$ cat src/rtl/pinmux_pkg.sv
package pinmux_pkg;

  // Maximum of two widths, used to size the write data bus.
  function automatic int unsigned max_w(input int unsigned a, input int unsigned b);
    return (a > b) ? a : b;
  endfunction

endpackage

$ cat src/rtl/pinmux_cfg_regs.sv
module pinmux_cfg_regs #(
  parameter int unsigned NUM_CORE = 4,
  parameter int unsigned NUM_PAD  = 4,
  parameter int unsigned PRIO_W   = 2,
  parameter int unsigned ADDR_W   = 4,
  parameter int unsigned DATA_W   = 4
) (
  input  logic                                clk,
  input  logic                                rst,
  input  logic                                wr_en,
  input  logic [ADDR_W-1:0]                   wr_addr,
  input  logic [DATA_W-1:0]                   wr_data,
  output logic [NUM_PAD-1:0][NUM_CORE-1:0]    pad_mask,
  output logic [NUM_CORE-1:0][PRIO_W-1:0]     core_prio
);

  // Per-pad enable masks at addresses 0 .. NUM_PAD-1
  for (genvar p = 0; p < NUM_PAD; p++) begin : g_mask
    always_ff @(posedge clk) begin
      if (rst)
        pad_mask[p] <= '0;
      else if (wr_en && (wr_addr == ADDR_W'(p)))
        pad_mask[p] <= wr_data[NUM_CORE-1:0];
    end
  end

  // Per-core priorities at addresses NUM_PAD .. NUM_PAD+NUM_CORE-1
  for (genvar c = 0; c < NUM_CORE; c++) begin : g_prio
    always_ff @(posedge clk) begin
      if (rst)
        core_prio[c] <= '0;
      else if (wr_en && (wr_addr == ADDR_W'(NUM_PAD + c)))
        core_prio[c] <= wr_data[PRIO_W-1:0];
    end
  end

endmodule

$ cat src/rtl/pinmux_arbiter.sv
module pinmux_arbiter #(
  parameter int unsigned NUM_CORE = 4,
  parameter int unsigned PRIO_W   = 2
) (
  input  logic [NUM_CORE-1:0]             mask,
  input  logic [NUM_CORE-1:0][PRIO_W-1:0] prio,
  output logic [NUM_CORE-1:0]             grant
);

  logic              found;
  logic [PRIO_W-1:0] best;

  // Strictly-greater compare keeps the lowest index on a tie.
  always_comb begin
    grant = '0;
    found = 1'b0;
    best  = '0;
    for (int i = 0; i < NUM_CORE; i++) begin
      if (mask[i] && (!found || (prio[i] > best))) begin
        grant    = '0;
        grant[i] = 1'b1;
        best     = prio[i];
        found    = 1'b1;
      end
    end
  end

endmodule

$ cat src/rtl/pinmux_route.sv
module pinmux_route #(
  parameter int unsigned          NUM_CORE   = 4,
  parameter int unsigned          NUM_PAD    = 4,
  parameter logic [NUM_CORE-1:0]  DEFAULT_IN = '0
) (
  input  logic [NUM_PAD-1:0][NUM_CORE-1:0] owner,
  input  logic [NUM_CORE-1:0]              core_out,
  input  logic [NUM_CORE-1:0]              core_oe_n,
  input  logic [NUM_PAD-1:0]               pad_in,
  output logic [NUM_PAD-1:0]               func_out,
  output logic [NUM_PAD-1:0]               func_oe_n,
  output logic [NUM_CORE-1:0]              core_in
);

  // Outbound: one AND-OR level per pad on a one-hot owner vector
  for (genvar p = 0; p < NUM_PAD; p++) begin : g_out
    assign func_out[p]  = |(owner[p] & core_out);
    assign func_oe_n[p] = ~(|(owner[p] & ~core_oe_n));
  end

  // Inbound: lowest owning pad wins, otherwise the default bit
  for (genvar c = 0; c < NUM_CORE; c++) begin : g_in
    always_comb begin
      core_in[c] = DEFAULT_IN[c];
      for (int p = NUM_PAD - 1; p >= 0; p--) begin
        if (owner[p][c])
          core_in[c] = pad_in[p];
      end
    end
  end

endmodule

$ cat src/rtl/pinmux_fabric.sv
module pinmux_fabric #(
  parameter int unsigned          NUM_CORE   = 4,
  parameter int unsigned          NUM_PAD    = 4,
  parameter int unsigned          PRIO_W     = 2,
  parameter logic [NUM_CORE-1:0]  DEFAULT_IN = 4'b1001,
  parameter int unsigned          ADDR_W     = $clog2(NUM_PAD + NUM_CORE) + 1,
  parameter int unsigned          DATA_W     = pinmux_pkg::max_w(NUM_CORE, PRIO_W)
) (
  input  logic                clk,
  input  logic                rst,
  input  logic                wr_en,
  input  logic [ADDR_W-1:0]   wr_addr,
  input  logic [DATA_W-1:0]   wr_data,
  input  logic [NUM_CORE-1:0] core_out,
  input  logic [NUM_CORE-1:0] core_oe_n,
  output logic [NUM_CORE-1:0] core_in,
  input  logic [NUM_PAD-1:0]  pad_in,
  output logic [NUM_PAD-1:0]  pad_out,
  output logic [NUM_PAD-1:0]  pad_oe_n,
  input  logic                test_mode,
  input  logic [NUM_PAD-1:0]  test_out,
  input  logic [NUM_PAD-1:0]  test_oe_n
);

  logic [NUM_PAD-1:0][NUM_CORE-1:0] pad_mask;
  logic [NUM_CORE-1:0][PRIO_W-1:0]  core_prio;
  logic [NUM_PAD-1:0][NUM_CORE-1:0] grant;
  logic [NUM_PAD-1:0][NUM_CORE-1:0] owner_q;
  logic [NUM_PAD-1:0]               func_out;
  logic [NUM_PAD-1:0]               func_oe_n;

  pinmux_cfg_regs #(
    .NUM_CORE(NUM_CORE), .NUM_PAD(NUM_PAD), .PRIO_W(PRIO_W),
    .ADDR_W(ADDR_W), .DATA_W(DATA_W)
  ) u_regs (
    .clk(clk), .rst(rst), .wr_en(wr_en), .wr_addr(wr_addr), .wr_data(wr_data),
    .pad_mask(pad_mask), .core_prio(core_prio)
  );

  // Per-pad owner resolution, registered to keep it off the data path
  for (genvar p = 0; p < NUM_PAD; p++) begin : g_pad
    pinmux_arbiter #(.NUM_CORE(NUM_CORE), .PRIO_W(PRIO_W)) u_arb (
      .mask(pad_mask[p]), .prio(core_prio), .grant(grant[p])
    );

    always_ff @(posedge clk) begin
      if (rst) owner_q[p] <= '0;
      else     owner_q[p] <= grant[p];
    end
  end

  pinmux_route #(
    .NUM_CORE(NUM_CORE), .NUM_PAD(NUM_PAD), .DEFAULT_IN(DEFAULT_IN)
  ) u_route (
    .owner(owner_q), .core_out(core_out), .core_oe_n(core_oe_n), .pad_in(pad_in),
    .func_out(func_out), .func_oe_n(func_oe_n), .core_in(core_in)
  );

  // Final stage: test path overrides the functional path at the pad
  assign pad_out  = test_mode ? test_out  : func_out;
  assign pad_oe_n = test_mode ? test_oe_n : func_oe_n;

endmodule

$ cat config.mk
export PLATFORM = sky130hd
export DESIGN_NAME = pinmux_fabric
export DESIGN_NICKNAME = d
export VERILOG_FILES = /design/src/rtl/pinmux_pkg.sv /design/src/rtl/pinmux_cfg_regs.sv /design/src/rtl/pinmux_arbiter.sv /design/src/rtl/pinmux_route.sv /design/src/rtl/pinmux_fabric.sv
export SDC_FILE = /design/constraint.sdc
export NUM_CORES = 1
export LEC_CHECK = 0
export ABC_AREA = 1
export BUFFER_PORTS_ARGS = -buffer_cell sky130_fd_sc_hd__buf_2
export CORE_MARGIN = 8
export CORE_UTILIZATION = 61
export CTS_CLUSTER_DIAMETER = 50
export CTS_CLUSTER_SIZE = 10
export DETAILED_ROUTE_END_ITERATION = 12
export GPL_ROUTABILITY_DRIVEN = 0
export GPL_TIMING_DRIVEN = 0
export HOLD_SLACK_MARGIN = 0.05
export PLACE_DENSITY = 0.86
export SKIP_LAST_GASP = 1
export SLEW_MARGIN = 20
export SYNTH_ARGS = -nofsm -noshare
export SYNTH_HDL_FRONTEND = slang
export SYNTH_SLANG_ARGS = --single-unit
export TNS_END_PERCENT = 20
$ cat constraint.sdc
create_clock -name clk -period 4.4 [get_ports clk]
set_input_delay 0.44 -clock clk [delete_from_list [all_inputs] [get_ports clk]]
set_output_delay 0.44 -clock clk [all_outputs]
set_load 0.02 [all_outputs]
==> out/results.env <==
MAX_STAGE_DELAY_PS=610
FINAL_NETS=534
ROOT_BUFFER='clkbuf_8'
WORSTPATHCELLLIST='ha_1, nand2_1, nand2_1, nand2_1, nand2_1, nand2_1, nand2_1, and2_1, ha_1, inv_1, o21bai_1, nand2_1, nand2_1, nand2_1, nand3_1, nand2_1, ha_1, inv_1, o21bai_1, nand2_1, nand2_1, nand2_1, nand3_1, nor2_1'
GLOBAL_ROUTE.OVERFLOW_TOTAL=0
FINAL.HOLD.WORST_SLACK_PS=423
SYNTH_ENABLE_FLOP_CELLS=0
SYN-CELL-AREA_UM2=2780
DETAILROUTE.VIA_COUNT=2945
GRT_MAX_DEGREE=13
LARGEST_DRIVER_FANOUT_ON_THE_CRITICAL_PATH=9
CTS_HOLD_BUF=0
CRIT_PATH_FREQUENT_CELL='nand2_1'
FF_LATCH_COUNT_SYNTH=40
SETUP_WS_PS=994
FIN_SKEW_PS=3.76
VIAS_PER_CELL=5.55
CP_NUM_BUF_INV=2
PLACED_CELLS_INCL_TAPS=523
DRIVE_ABOVE_1_SHARE=0.148
FMAXACHIEVABLE_MHz=294
WORST_SETUP_PATH_END_KIND='flip-flop'
DIE_HEIGHT_UM=83.5
SETUP_VIOL=0
LAYOUT_WORST_PATH_CYCLE_SHARE=0.774
POST_CTS_RESIZE_COUNT=0
TIGHTEST_SLEW_PS=475
CRIT_REQUIRED_PS=4600
FINALWIRELENGTH_UM=7250
PLACE.DETAILED.HPWL_UM=5530
CRITPATHTOPFAMILY='simple AND/OR/NAND/NOR gates'
AREAGROWTHSYNTHTOFINISH_PCT=13.2
MAX-CAP-VIOLATIONS=0
STATUS='finished clean'
MAX_ROOT_SINK_BUFFERS=2
SYNTHDISTINCTLIBCELLS=28
CTS_TREE='done'
POST-PLACE-WS_PS=1070
TIMING_WORST_SETUP_PATH_TYPE='reg -> reg'
CLOCK-SINKS=40
MAIN_COMBINATIONAL_CELL_FAMILY_BY_AREA_AFTER_SYNTHESIS='simple AND/OR/NAND/NOR gates'
HTREE_NUM_LEVELS=2
SYNTH.YOSYS.WARNINGS=0
SEQ_AREA_FRAC_SYNTH=0.288
CORE_UM2=4380
HOLDCRITPATHCLASS='in -> reg'
TIMING.FINAL.MAX_SLEW_VIOLATIONS=0
POST_CTS_REPAIR_SETUP_BUFFERS=0
POST_SYNTH_FA_HA_MAJ_AREA_FRACTION=0.108
SYNTHESIZED_NETLIST_CELL_COUNT=429
GRT_PASS1_WL_UM=12200
DRTPASS1ITERATIONS=5
CELLLEAKAGEPOWER_nW=1.60
SETUP_REPAIR_AFTER_GLOBAL_ROUTING_MISSED_ITS_MARGIN='false'
FILLERS=366
DIE_AREA_UM2=6970
POST_LAYOUT_POWER_mW=0.755
POWER.IR.VDD_WORST_V=0.000184
INITIAL_CORE_UTIL=0.633
HOLD_VIOL=0
CLK-INSERTION-DELAY-LATE_PS=300
TOP_LEVEL_PORTS=44
MUX_CONTRIBUTION_TO_SYNTHESIZED_AREA=0
SYNTH_SIMPLE_GATE_AREA_FRAC=0.322
FINAL-INSTANCE-COUNT-EXCL-FILL=531
SYN_AVG_CELL_AREA_UM2=6.47
DETAIL_ROUTE.ITER0.VIOLATIONS=255
WIRE_PER_INST_UM=13.6
HORIZONTAL_DIE_DIMENSION_UM=83.5
POST_SYNTH_XOR_AREA_FRACTION=0
SETUP-TNS-FINAL_PS=0
ANTENNA_FOUND_INITIAL=0
TIMING.SLEW.HEADROOM=0.683
COMPOUND_CELL_AREA_SHARE_OF_THE_YOSYS_NETLIST=0.173
POST-ROUTE-MIN-PERIOD_PS=3410
CRIT_PATH_START_KIND='flip-flop'
ARRIVAL_PS=3610
POWER_DENSITY_nW_PER_UM2=240
SYNTHARSTFLOPSHARE=0
ROWS=24
IO_BUFFERS=42
CTS.REPORTEDPATHS.CLKPINSLEW_PS=80
CRIT_PATH_TOP_DELAY_CELL='dfxtp_1'
YS.FLOP_TYPE='dfxtp_1'
GRT_PASS1_VIAS=2816
CTS_MADE_BUFFERS=5
ANTENNA_DIODE_COUNT=0
DRT_DRC_VIOLATIONS_LEFT=0
DETAIL-ROUTE-ANTENNA-NETS=0
NET_COUNT_AFTER_SYNTHESIS=485
GRT_UTIL_ALL_LAYERS=0.207
-- sequential cells by signal, summed over array words and instances (netlist names) --
| register | cells |
|---|---|
| owner_q | 16 |
| u_regs.pad_mask | 16 |
| u_regs.core_prio | 8 |
-- final timing paths --
kind	startpoint	to	slack, ps	cells after the start
max	u_regs.core_prio[3]	owner_q[8]	990	24
min	rst	u_regs.pad_mask[15]	420	2
max reg2reg	u_regs.core_prio[3]	owner_q[8]	990	24
min reg2reg	u_regs.pad_mask[11]	u_regs.pad_mask[11]	450	2
-- cells in the mapped netlist (2+ instances only) --
library cell | number | area, µm²
nand2_4 | 3 | 33.8
nor2_1 | 33 | 124
o211ai_1 | 3 | 22.5
o21bai_1 | 7 | 52.6
clkinv_2 | 2 | 10.0
clkbuf_1 | 2 | 7.51
a22oi_1 | 3 | 22.5
ha_1 | 24 | 300
a41oi_1 | 4 | 35.0
o22ai_1 | 5 | 31.3
dfxtp_1 | 40 | 801
a21oi_1 | 27 | 135
o21ai_1 | 18 | 90.1
and2_1 | 8 | 50.1
o21ai_0 | 11 | 55.1
inv_1 | 68 | 255
buf_2 | 2 | 10.0
inv_2 | 4 | 15.0
nor2_2 | 3 | 18.8
nand3_1 | 28 | 140
nand2_2 | 4 | 25.0
o31ai_1 | 4 | 30.0
nand2_1 | 121 | 454
-- area by class of cell --
type	instances	area, µm²	area share
inverter	75	284	0.0903
timing repair buffer	42	210	0.0669
tap	52	65.1	0.0207
clock buffer	6	82.6	0.0263
clock inverter	2	10.0	0.00318
multi-input combinational	310	1670	0.532
sequential	40	801	0.255
buffer	4	17.5	0.00557
-- cell usage in the layout (no fill, tap or decap) --
cell,Yosys,layout
clkbuf_1,2,2
o22ai_1,5,5
inv_2,4,4
o211ai_1,3,3
clkinv_1,1,1
nand2_4,3,3
nor2_2,3,3
nand2_1,121,121
nor2_1,33,33
buf_2,2,44
nand2_2,4,4
a22oi_1,3,3
clkbuf_8,0,6
a41oi_1,4,4
nor2_8,1,1
inv_1,68,68
o21ai_1,18,18
clkinv_2,2,4
nand3_4,1,1
dfxtp_1,40,40
and2_1,8,8
nand3_2,1,1
ha_1,24,24
o21ai_0,11,11
a21oi_1,27,27
o31ai_1,4,4
o21bai_1,7,7
a31oi_1,1,1
nand3_1,28,28
-- power by group --
part	switching, mW	total [mW]	leakage (nW)	internal, mW
clock	0.133	0.259	0.0510	0.125
sequential	0.00674	0.375	0.323	0.368
combinational	0.0771	0.121	1.23	0.0439
total	0.217	0.755	1.60	0.537
-- through the flow --
stage / utilization / area (µm²)
finish: 0.717 / 3140
global route: 0.717 / 3140
CTS: 0.717 / 3140
detailed placement: 0.696 / 3050
global placement: 0.696 / 3050
floorplan: - / 2780
-- kinds of logic after synthesis --
family          count (synthesis)
simple gates                  203
compound gates                 83
buf+inv                        79
flops                          40
fa+ha+maj                      24
-- metal layers --
metal	part of all wire	GRT usage
met1	0.41	0.238
met2	0.47	0.358
met3	0.099	0.0605
met4	0.017	0.0644
met5	0	0
No activity file was read; power rests on OpenSTA's default activity.
